===== config.mk =====
export PLATFORM = sky130hd
export DESIGN_NAME = flash_cmd_decoder
export DESIGN_NICKNAME = d
export VERILOG_FILES = /design/src/rtl/fcd_pkg.sv /design/src/rtl/fcd_addr_match.sv /design/src/rtl/fcd_seq_core.sv /design/src/rtl/flash_cmd_decoder.sv
export SDC_FILE = /design/constraint.sdc
export NUM_CORES = 1
export LEC_CHECK = 0
export ABC_AREA = 1
export BUFFER_PORTS_ARGS = -buffer_cell sky130_fd_sc_hd__clkbuf_2
export CORE_MARGIN = 8
export CORE_UTILIZATION = 35
export CTS_BUF_LIST = sky130_fd_sc_hd__clkbuf_4 sky130_fd_sc_hd__clkbuf_8 sky130_fd_sc_hd__clkbuf_16
export CTS_CLUSTER_SIZE = 40
export DETAILED_ROUTE_END_ITERATION = 10
export PLACE_DENSITY_LB_ADDON = 0.25
export REMOVE_ABC_BUFFERS = 1
export SETUP_SLACK_MARGIN = 0.4
export SLEW_MARGIN = 10
export SYNTH_ARGS = -nofsm -noshare
export SYNTH_HDL_FRONTEND = slang
export SYNTH_SLANG_ARGS = --single-unit

===== constraint.sdc =====
create_clock -name clk -period 2.7 [get_ports clk]
set_input_delay 0.27 -clock clk [delete_from_list [all_inputs] [get_ports clk]]
set_output_delay 0.27 -clock clk [all_outputs]
set_load 0.01 [all_outputs]

===== src/rtl/fcd_pkg.sv =====
package fcd_pkg;

    typedef enum logic [2:0] {
        MODE_READ        = 3'd0,
        MODE_AUTOSEL     = 3'd1,
        MODE_QUERY       = 3'd2,
        MODE_PROGRAM     = 3'd3,
        MODE_ERASE_SETUP = 3'd4,
        MODE_CHIP        = 3'd5,
        MODE_SECTOR      = 3'd6
    } mode_e;

    localparam int NUM_PULSE = 8;
    localparam int P_PROG    = 7;
    localparam int P_CHIP    = 6;
    localparam int P_SECT    = 5;
    localparam int P_SUSP    = 4;
    localparam int P_RESUME  = 3;
    localparam int P_IDENT   = 2;
    localparam int P_QUERY   = 1;
    localparam int P_RESET   = 0;

    localparam logic [3:0] CYC_IDLE  = 4'd0;
    localparam logic [3:0] CYC_UNL_B = 4'd1;
    localparam logic [3:0] CYC_CMD   = 4'd2;
    localparam logic [3:0] CYC_ARG   = 4'd3;
    localparam logic [3:0] CYC_UNL_C = 4'd4;
    localparam logic [3:0] CYC_UNL_D = 4'd5;
    localparam logic [3:0] CYC_BUSY  = 4'd6;
    localparam logic [3:0] CYC_QRY   = 4'd7;
    localparam logic [3:0] CYC_AQRY  = 4'd8;

    localparam logic [7:0] D_KEY_A   = 8'hAA;
    localparam logic [7:0] D_KEY_B   = 8'h55;
    localparam logic [7:0] D_BYPASS  = 8'h20;
    localparam logic [7:0] D_ERASE   = 8'h80;
    localparam logic [7:0] D_IDENT   = 8'h90;
    localparam logic [7:0] D_PROG    = 8'hA0;
    localparam logic [7:0] D_CHIP    = 8'h10;
    localparam logic [7:0] D_SECT    = 8'h30;
    localparam logic [7:0] D_SUSP    = 8'hB0;
    localparam logic [7:0] D_QUERY   = 8'h98;
    localparam logic [7:0] D_RESET   = 8'hF0;
    localparam logic [7:0] D_EXIT    = 8'h00;

    typedef struct packed {
        logic [3:0]           cyc;
        mode_e                mode;
        logic                 bypass;
        logic [NUM_PULSE-1:0] pulse;
    } seq_t;

endpackage


===== src/rtl/fcd_addr_match.sv =====
module fcd_addr_match #(
    parameter int          ADDR_W    = 24,
    parameter int          CMP_W     = 11,
    parameter logic [10:0] UNLOCK0   = 11'h555,
    parameter logic [10:0] UNLOCK1   = 11'h2AA,
    parameter logic [10:0] QUERY_OFS = 11'h055
) (
    input  logic [ADDR_W-1:0] wr_addr,
    input  logic [1:0]        bus_width,
    output logic              hit_u0,
    output logic              hit_u1,
    output logic              hit_qry
);
    localparam int NUM_W = 3;

    logic [CMP_W-1:0] cand [NUM_W];
    logic [CMP_W-1:0] scaled;

    for (genvar k = 0; k < NUM_W; k++) begin : g_width
        assign cand[k] = CMP_W'(wr_addr >> k);
    end

    always_comb begin
        unique case (bus_width)
            2'd0:    scaled = cand[0];
            2'd1:    scaled = cand[1];
            default: scaled = cand[2];
        endcase
    end

    assign hit_u0  = (scaled == CMP_W'(UNLOCK0));
    assign hit_u1  = (scaled == CMP_W'(UNLOCK1));
    assign hit_qry = (scaled == CMP_W'(QUERY_OFS));
endmodule


===== src/rtl/fcd_seq_core.sv =====
module fcd_seq_core
    import fcd_pkg::*;
#(
    parameter int ADDR_W = 24
) (
    input  logic                 clk,
    input  logic                 rst,
    input  logic                 wr_en,
    input  logic [ADDR_W-1:0]    wr_addr,
    input  logic [7:0]           wr_data,
    input  logic                 hit_u0,
    input  logic                 hit_u1,
    input  logic                 hit_qry,
    input  logic                 erase_finished,
    input  logic                 sector_window_open,
    input  logic                 erase_held,
    input  logic                 target_held,
    output logic [3:0]           cyc_o,
    output mode_e                mode_o,
    output logic                 bypass_o,
    output logic [NUM_PULSE-1:0] pulse_o,
    output logic [ADDR_W-1:0]    addr_o,
    output logic [7:0]           data_o
);
    seq_t              st_d, st_q;
    logic [ADDR_W-1:0] addr_d, addr_q;
    logic [7:0]        data_d, data_q;

    function automatic seq_t go_reset(input seq_t s);
        seq_t r = s;
        r.cyc           = CYC_IDLE;
        r.mode          = MODE_READ;
        r.bypass        = 1'b0;
        r.pulse[P_RESET] = 1'b1;
        return r;
    endfunction

    function automatic seq_t go_rest(input seq_t s);
        seq_t r = s;
        r.cyc  = s.bypass ? CYC_CMD : CYC_IDLE;
        r.mode = MODE_READ;
        return r;
    endfunction

    // Decode of a write that opens a sequence (idle, or first write of the second handshake)
    function automatic seq_t open_write(input seq_t s, input logic [7:0] d,
                                        input logic u0, input logic qy,
                                        input logic held);
        seq_t r = s;
        if (qy && d == D_QUERY) begin
            r.cyc           = CYC_QRY;
            r.mode          = MODE_QUERY;
            r.pulse[P_QUERY] = 1'b1;
        end else if (d == D_SECT) begin
            if (held) begin
                r.cyc            = CYC_BUSY;
                r.mode           = MODE_SECTOR;
                r.pulse[P_RESUME] = 1'b1;
            end else begin
                r = go_reset(s);
            end
        end else if (d == D_SUSP) begin
            r = s;
        end else if (u0 && d == D_KEY_A) begin
            r.cyc = 4'(s.cyc + 4'd1);
        end else begin
            r = go_reset(s);
        end
        return r;
    endfunction

    always_comb begin
        st_d       = st_q;
        st_d.pulse = '0;
        addr_d     = addr_q;
        data_d     = data_q;

        if (erase_finished && (st_d.mode == MODE_CHIP || st_d.mode == MODE_SECTOR)) begin
            st_d = go_rest(st_d);
        end

        if (wr_en) begin
            addr_d = wr_addr;
            data_d = wr_data;
            if (wr_data == D_RESET && st_d.mode != MODE_PROGRAM &&
                st_d.mode != MODE_CHIP && st_d.mode != MODE_SECTOR) begin
                if (st_d.cyc == CYC_AQRY) begin
                    st_d.cyc  = CYC_ARG;
                    st_d.mode = MODE_AUTOSEL;
                end else begin
                    st_d = go_reset(st_d);
                end
            end else begin
                unique case (st_d.cyc)
                    CYC_IDLE: st_d = open_write(st_d, wr_data, hit_u0, hit_qry, erase_held);
                    CYC_UNL_B: begin
                        if (hit_u1 && wr_data == D_KEY_B) st_d.cyc = CYC_CMD;
                        else                              st_d = go_reset(st_d);
                    end
                    CYC_CMD: begin
                        if (!st_d.bypass && !hit_u0) begin
                            st_d = go_reset(st_d);
                        end else begin
                            unique case (wr_data)
                                D_BYPASS: begin
                                    st_d.bypass = 1'b1;
                                    st_d.cyc    = CYC_CMD;
                                    st_d.mode   = MODE_READ;
                                end
                                D_ERASE: begin
                                    st_d.mode = MODE_ERASE_SETUP;
                                    st_d.cyc  = CYC_ARG;
                                end
                                D_IDENT: begin
                                    st_d.mode           = MODE_AUTOSEL;
                                    st_d.cyc            = CYC_ARG;
                                    st_d.pulse[P_IDENT] = 1'b1;
                                end
                                D_PROG: begin
                                    st_d.mode = MODE_PROGRAM;
                                    st_d.cyc  = CYC_ARG;
                                end
                                default: st_d = go_reset(st_d);
                            endcase
                        end
                    end
                    CYC_ARG: begin
                        unique case (st_d.mode)
                            MODE_ERASE_SETUP:
                                st_d = open_write(st_d, wr_data, hit_u0, hit_qry, erase_held);
                            MODE_PROGRAM: begin
                                if (!(erase_held && target_held)) st_d.pulse[P_PROG] = 1'b1;
                                st_d = go_rest(st_d);
                            end
                            MODE_AUTOSEL: begin
                                if (st_d.bypass && wr_data == D_EXIT) begin
                                    st_d = go_reset(st_d);
                                end else if (hit_qry && wr_data == D_QUERY) begin
                                    st_d.cyc            = CYC_AQRY;
                                    st_d.mode           = MODE_QUERY;
                                    st_d.pulse[P_QUERY] = 1'b1;
                                end else begin
                                    st_d = go_reset(st_d);
                                end
                            end
                            default: st_d = go_reset(st_d);
                        endcase
                    end
                    CYC_UNL_C: begin
                        if (st_d.mode == MODE_PROGRAM) begin
                            st_d = st_d;
                        end else if (st_d.mode == MODE_ERASE_SETUP && hit_u1 &&
                                     wr_data == D_KEY_B) begin
                            st_d.cyc = CYC_UNL_D;
                        end else begin
                            st_d = go_reset(st_d);
                        end
                    end
                    CYC_UNL_D: begin
                        if (erase_held) begin
                            st_d = go_reset(st_d);
                        end else if (wr_data == D_CHIP && hit_u0) begin
                            st_d.mode          = MODE_CHIP;
                            st_d.cyc           = CYC_BUSY;
                            st_d.pulse[P_CHIP] = 1'b1;
                        end else if (wr_data == D_SECT) begin
                            st_d.mode          = MODE_SECTOR;
                            st_d.cyc           = CYC_BUSY;
                            st_d.pulse[P_SECT] = 1'b1;
                        end else begin
                            st_d = go_reset(st_d);
                        end
                    end
                    CYC_BUSY: begin
                        if (st_d.mode == MODE_CHIP) begin
                            st_d = st_d;
                        end else if (st_d.mode == MODE_SECTOR) begin
                            if (wr_data == D_SUSP) begin
                                st_d.cyc           = CYC_IDLE;
                                st_d.mode          = MODE_READ;
                                st_d.pulse[P_SUSP] = 1'b1;
                            end else if (sector_window_open) begin
                                if (wr_data == D_SECT) st_d.pulse[P_SECT] = 1'b1;
                                else                   st_d = go_reset(st_d);
                            end
                        end else begin
                            st_d = go_reset(st_d);
                        end
                    end
                    default: st_d = go_reset(st_d);
                endcase
            end
        end
    end

    always_ff @(posedge clk) begin
        if (rst) begin
            st_q   <= '{cyc: CYC_IDLE, mode: MODE_READ, bypass: 1'b0, pulse: '0};
            addr_q <= '0;
            data_q <= '0;
        end else begin
            st_q   <= st_d;
            addr_q <= addr_d;
            data_q <= data_d;
        end
    end

    assign cyc_o    = st_q.cyc;
    assign mode_o   = st_q.mode;
    assign bypass_o = st_q.bypass;
    assign pulse_o  = st_q.pulse;
    assign addr_o   = addr_q;
    assign data_o   = data_q;
endmodule


===== src/rtl/flash_cmd_decoder.sv =====
module flash_cmd_decoder
    import fcd_pkg::*;
#(
    parameter int          ADDR_W    = 24,
    parameter logic [10:0] UNLOCK0   = 11'h555,
    parameter logic [10:0] UNLOCK1   = 11'h2AA
) (
    input  logic              clk,
    input  logic              rst,
    input  logic              wr_en,
    input  logic [ADDR_W-1:0] wr_addr,
    input  logic [7:0]        wr_data,
    input  logic [1:0]        bus_width,
    input  logic              erase_finished,
    input  logic              sector_window_open,
    input  logic              erase_held,
    input  logic              target_held,
    output logic [3:0]        cycle,
    output logic [2:0]        mode,
    output logic              fast_path,
    output logic              cmd_program,
    output logic              cmd_chip_erase,
    output logic              cmd_sector_erase,
    output logic              cmd_suspend,
    output logic              cmd_resume,
    output logic              cmd_ident,
    output logic              cmd_query,
    output logic              cmd_reset,
    output logic [ADDR_W-1:0] cmd_addr,
    output logic [7:0]        cmd_data
);
    localparam int          CMP_W     = 11;
    localparam logic [10:0] QUERY_OFS = 11'h055;

    logic                 hit_u0, hit_u1, hit_qry;
    mode_e                mode_w;
    logic [NUM_PULSE-1:0] pulse_w;

    fcd_addr_match #(
        .ADDR_W   (ADDR_W),
        .CMP_W    (CMP_W),
        .UNLOCK0  (UNLOCK0),
        .UNLOCK1  (UNLOCK1),
        .QUERY_OFS(QUERY_OFS)
    ) u_match (
        .wr_addr  (wr_addr),
        .bus_width(bus_width),
        .hit_u0   (hit_u0),
        .hit_u1   (hit_u1),
        .hit_qry  (hit_qry)
    );

    fcd_seq_core #(.ADDR_W(ADDR_W)) u_core (
        .clk               (clk),
        .rst               (rst),
        .wr_en             (wr_en),
        .wr_addr           (wr_addr),
        .wr_data           (wr_data),
        .hit_u0            (hit_u0),
        .hit_u1            (hit_u1),
        .hit_qry           (hit_qry),
        .erase_finished    (erase_finished),
        .sector_window_open(sector_window_open),
        .erase_held        (erase_held),
        .target_held       (target_held),
        .cyc_o             (cycle),
        .mode_o            (mode_w),
        .bypass_o          (fast_path),
        .pulse_o           (pulse_w),
        .addr_o            (cmd_addr),
        .data_o            (cmd_data)
    );

    assign mode             = mode_w;
    assign cmd_program      = pulse_w[P_PROG];
    assign cmd_chip_erase   = pulse_w[P_CHIP];
    assign cmd_sector_erase = pulse_w[P_SECT];
    assign cmd_suspend      = pulse_w[P_SUSP];
    assign cmd_resume       = pulse_w[P_RESUME];
    assign cmd_ident        = pulse_w[P_IDENT];
    assign cmd_query        = pulse_w[P_QUERY];
    assign cmd_reset        = pulse_w[P_RESET];
endmodule


# == Word level (Yosys, flattened, before mapping) ==
# Cells that the tools add are included.
# classes
n_mul,0
n_mux,55
n_bitwise,0
n_eq_ne,32
add_sub_neg,1
n_reduce_logical,21
n_shift,0
order_cmp,0
div_mod_pow,0
# op_table
cell,count
$mux W16,10
$pmux W16 S7,1
$eq A8 B8 Y1 const B,7
$pmux W16 S3,1
$mux W12,3
$mux W7,5
$mux W6,4
$pmux W11 S2,1
$pmux W5 S4,1
$eq A8 B6 Y1 const B,2
$eq A3 B3 Y1 const B,5
$mux W15,1
$mux W14,1
$logic_and A1 B1 Y1,13
$mux W1,13
$eq A4 B3 Y1 const B,3
$mux W4,3
$eq A11 B10 Y1 const B,1
$eq A11 B11 Y1 const B,1
$eq A11 B7 Y1 const B,1
$mux W10,1
$mux W5,2
$mux W9,1
$eq A4 B2 Y1 const B,2
other kinds (20),26
# totals
regBits,48
latchBits,0
input_bits,41
wordCells,115
ramBits,0
n_memories,0
mem_bits_ro,0

# == Longest topological paths before layout ==
# logic_depth
depth_word,13
ltp_mapped,19
depth_no_buf,18

# == Modules after synthesis ==
# A second synthesis with hierarchy kept.
# hier_totals
cells_unflattened,486
area_unflattened_um2,3091.7
# by_module_without_submodules
module,cells_per_inst,n_inst,area_per_inst_um2
fcd_seq_core,385,1,2673.8
fcd_addr_match,101,1,417.9

# == Least setup slack after synthesis ==
# OpenSTA, ideal clock, no wires.
# synth_path
kind,reg-to-reg
from,"reg u_core.st_q, in the netlist u_core.mode_o[2]"
to,"reg u_core.st_q, in the netlist u_core.bypass_o"
setup_slack_ns,0.413
setup_ns,0.064
arrival_ns,2.224
period_less_slack_ns,2.287
stages_incl_launch_ff,19
path_cell_list,dfxtp_1 buf_4 nand2_1 nor2_2 nand2_4 o21ai_0 ha_1 inv_1 nor2_1 inv_1 nor2_1 o21ai_0 nand2_1 inv_1 nand3_1 nor2_1 nand2_1 nand2_1 nor2_1
# synth_between
elab_chain_cells,12
# synth_lines
element,line,text
from (decl),fcd_seq_core.sv:25,"seq_t st_d, st_q;"
from (signal assigned),fcd_seq_core.sv:198,"st_q <= '{cyc: CYC_IDLE, mode: MODE_READ, bypass: 1'b0, pulse: '0};"
from (signal assigned),fcd_seq_core.sv:202,st_q <= st_d;
$eq A3 B3 Y1,fcd_seq_core.sv:78,if (erase_finished && (st_d.mode == MODE_CHIP || st_d.mode == MODE_SECTOR)) begin
$logic_or A1 B1 Y1,fcd_seq_core.sv:78,
$logic_and A1 B1 Y1,fcd_seq_core.sv:78,
$mux W16 *,fcd_seq_core.sv:78,
$eq A3 B3 Y1,"fcd_seq_core.sv:128, fcd_seq_core.sv:152",
$logic_and A1 B1 Y1 (2 in a row),fcd_seq_core.sv:152,end else if (st_d.mode == MODE_ERASE_SETUP && hit_u1 &&
$mux W12,fcd_seq_core.sv:152,
$mux W16,fcd_seq_core.sv:150,if (st_d.mode == MODE_PROGRAM) begin
$pmux W16 S7,fcd_seq_core.sv:94,unique case (st_d.cyc)
$mux W16 *,fcd_seq_core.sv:85,if (wr_data == D_RESET && st_d.mode != MODE_PROGRAM &&
$mux W16 *,fcd_seq_core.sv:82,if (wr_en) begin
# Mark *: on every way between the ends. The rest lies on a longest branch, timed or not.
# A chain may end at the register's enable or synchronous reset.

# == Final worst setup path ==
# layout_path
from,"reg u_core.st_q, in the netlist u_core.mode_o[1]"
to,"reg u_core.st_q, in the netlist u_core.mode_o[1]"
# layout_between
elab_chain_cells,12
# layout_lines
element,line,text
$eq A3 B3 Y1,fcd_seq_core.sv:78,
$logic_or A1 B1 Y1,fcd_seq_core.sv:78,
$logic_and A1 B1 Y1,fcd_seq_core.sv:78,
$mux W16 *,fcd_seq_core.sv:78,
$mux W12 (tied with other cells),fcd_seq_core.sv:64,end else if (u0 && d == D_KEY_A) begin
$mux W16 (tied with other cells),fcd_seq_core.sv:62,end else if (d == D_SUSP) begin
$mux W16 (tied with other cells),fcd_seq_core.sv:54,end else if (d == D_SECT) begin
$mux W7 (tied with other cells),fcd_seq_core.sv:50,if (qy && d == D_QUERY) begin
$pmux W16 S3 (tied with other cells),fcd_seq_core.sv:128,unique case (st_d.mode)
$pmux W16 S7,fcd_seq_core.sv:94,
$mux W16,fcd_seq_core.sv:85,
$mux W16 *,fcd_seq_core.sv:82,
# Marked as above.

==> results.py <==
metrics = {
    "status": {
        "status": "finished clean",
    },
    "clocking": {
        "htreeDepth": 2,
        "insertion_delay_ns": 0.32,
        "numCtsBuffers": 5,
        "hold_buffers": 0,
        "cts_buffer_depth": 2,
        "cts_tree": "done",
        "cts_root_buf": "clkbuf_8",
        "clk_pin_slew_ns": 0.11,
        "clock_sinks": 48,
    },
    "power": {
        "worst_ir_drop_vdd_mv": 0.2091,
        "p_comb_frac": 0.179,
        "leakagePower_nw": 2.151,
        "p_int_mw": 1.117,
        "swShare": 0.2938,
        "power_mw": 1.582,
        "seqPwrFrac": 0.480,
        "p_switching_uw": 464.9,
        "p_clk_frac": 0.342,
        "powerDensity_nw_per_um2": 382.1,
    },
    "cells_and_area": {
        "layout.nets": 681,
        "diodes": 0,
        "area_delta_synth_final_pct": 26.38,
        "drive_gt1_frac": 0.2637,
        "final_cells": 748,
        "fin_util": 0.4525,
        "design_area_um2": 4141,
    },
    "logic_synthesis": {
        "synth_cells": 542,
        "synthFlopType": "dfxtp_1",
        "seq_area_frac_synth": 0.2932,
        "yosys-top-cells-area": "dfxtp_1 29%, nand2_1 16%, nor2_1 9.0%",
        "yosys_warnings": 0,
        "synth_top_area_share": 0.2932,
        "synth.most_common_cell": "nand2_1",
        "synth_edf_count": 0,
        "synth_area_um2": 3277,
        "yosysUniqueCellTypes": 33,
        "yosys_register_bits": 48,
        "async_flop_share": 0,
        "synth_top_cells_by_count": "140 x nand2_1, 79 x nor2_1, 61 x inv_1",
        "yosys.area.top_type": "dfxtp_1",
        "syn_area_per_cell_um2": 6.046,
    },
    "sta": {
        "max_slew.worst_pin.slew_ns": 0.4850,
        "period_share": 0.8005,
        "fin_crit_ns": 2.161,
        "final.setup_skew_ns": 0.01402,
        "clock.fmax_mhz": 462.7,
        "hold_ws_ns": 0.1365,
        "fin_tns_setup_ns": 0,
        "drv_slew": 0,
        "finalSetupViolCount": 0,
        "rsz0062_at_grt": "no",
        "fin_ws_ns": 0.5387,
        "hold_viol_final": 0,
        "relSlewSlack": 0.6737,
    },
    "critical_path": {
        "r2r_setup_slack_ns": 0.54,
        "endpoint_kind": "flop",
        "crit_fanout": 7,
        "worstPathRequired_ns": 2.95,
        "cp.arrival_ns": 2.41,
        "crit_type": "flop to flop",
        "startpoint_type": "flop",
    },
    "route": {
        "drtIter0Drc": 279,
        "drt_first_pass_iters": 5,
        "wl_met1_mm": 5.118,
        "num_vias": 3867,
        "dr_wl_met2_mm": 5.191,
        "routed.top_layer": "met4",
        "route.met3.wl_um": 816,
        "ant_nets": 0,
        "viasPerCell": 5.170,
        "drc": 0,
        "wl_per_cell_um": 15.09,
        "wl_mm": 11.29,
    },
    "die": {
        "rows": 35,
        "die_area_um2": 12710,
        "start_util": 0.3580,
        "coreArea_um2": 9153,
        "die_w_um": 112.8,
        "pin_count": 89,
        "die_h_um": 112.8,
    },
    "global_route": {
        "grt_usage": 0.1771,
        "grt_remaining_overflow": 0,
        "grt_max_degree": 41,
        "grt_pass1_vias": 3667,
        "antenna_found_initial": 0,
        "grt_pass1_wl_mm": 18.26,
    },
    "placement": {
        "io_buffer_count": 88,
        "dpl.hpwl_mm": 8.990,
        "dp.cells": 736,
        "gp_congestion": 0.9842,
        "pre_cts_ws_ns": 0.1647,
        "place_area_um2": 3871,
    },
    "run": {
        "cap_violations": 0,
    },
    "worst_hold_path": {
        "hp-class": "input pin to flop",
    },
}
[power groups by stage]
stage | sequential [mW] | combinational, mW | clock (mW)
global route | 0.763 | 0.320 | 0.579
CTS | 0.760 | 0.281 | 0.556
global placement | 0.775 | 0.276 | 0
detailed placement | 0.776 | 0.278 | 0
floorplan | 0.792 | 0.130 | 0
finish | 0.759 | 0.283 | 0.541
[registers in the layout, summed over array words and instances (netlist names)]
name,cells
u_core.addr_o,24
u_core.data_o,8
u_core.pulse_o,8
u_core.cyc_o,4
u_core.mode_o,3
u_core.bypass_o,1
[cell type report]
class | count | area (µm²)
clock buffer | 5 | 68.82
clock inverter | 3 | 42.54
fill | 981 | 5011
inverter | 66 | 250.2
multi-input combinational | 412 | 2107
sequential | 48 | 968.4
tap | 111 | 138.9
timing repair buffer | 103 | 565.5
[path summary, 6_finish.rpt]
kind,startpoint,to,cells past startpoint
hold reg to reg,u_core.addr_o[21],u_core.addr_o[21],2
setup / recovery,u_core.mode_o[1],u_core.mode_o[1],16
hold / removal,target_held,u_core.pulse_o[7],2
setup reg to reg,u_core.mode_o[1],u_core.mode_o[1],16
[critical path, stage by stage, from the launching register on]
cell     delay [ns]
dfxtp_4        0.41
nor2_4         0.05
nor2_4         0.11
nand2_4        0.11
o21ai_4        0.22
ha_2           0.23
inv_1          0.04
nor2_1         0.09
buf_4          0.17
inv_2          0.06
nor2_4         0.10
nand2_2        0.08
nand3_1        0.10
nand2_1        0.06
nand3_1        0.08
nand2_1        0.06
a21oi_2        0.12
[cells in the final DEF (no fill, tap or decap), drive strengths merged, types with 4 or more instances in the layout]
cell type / count
a21oi: 29
buf: 15
clkbuf: 93
dfxtp: 48
ha: 4
inv: 65
nand2: 146
nand3: 54
nand4: 16
nor2: 91
nor3: 11
o21ai: 46
[logic make-up (layout without fill, tap and decap cells)]
kind of cell / Yosys count / count (layout) / synth area share
AO/OA/AOI/OAI: 82 / 82 / 0.1355
XOR/XNOR: 1 / 1 / 0.002673
AND/OR/NAND/NOR: 325 / 325 / 0.4532
buffers and inverters: 82 / 177 / 0.1000
flip-flops: 48 / 48 / 0.2932
adder cells (fa/ha/maj): 4 / 4 / 0.01527
[repair_timing]
action	CTS	global route
gates resized for setup	14	27
pin swaps	0	4
setup buffers	0	4
cloned	0	0
setup endpoints to repair	14	16
[per-layer routing]
| metal | up-vias | GRT usage |
|---|---|---|
| li1 | 1942 | - |
| met1 | 1779 | 0.2271 |
| met2 | 133 | 0.2889 |
| met3 | 13 | 0.03461 |
| met4 | 0 | 0.06205 |
| met5 | - | 0 |
No activity file was read; power rests on OpenSTA's default activity.
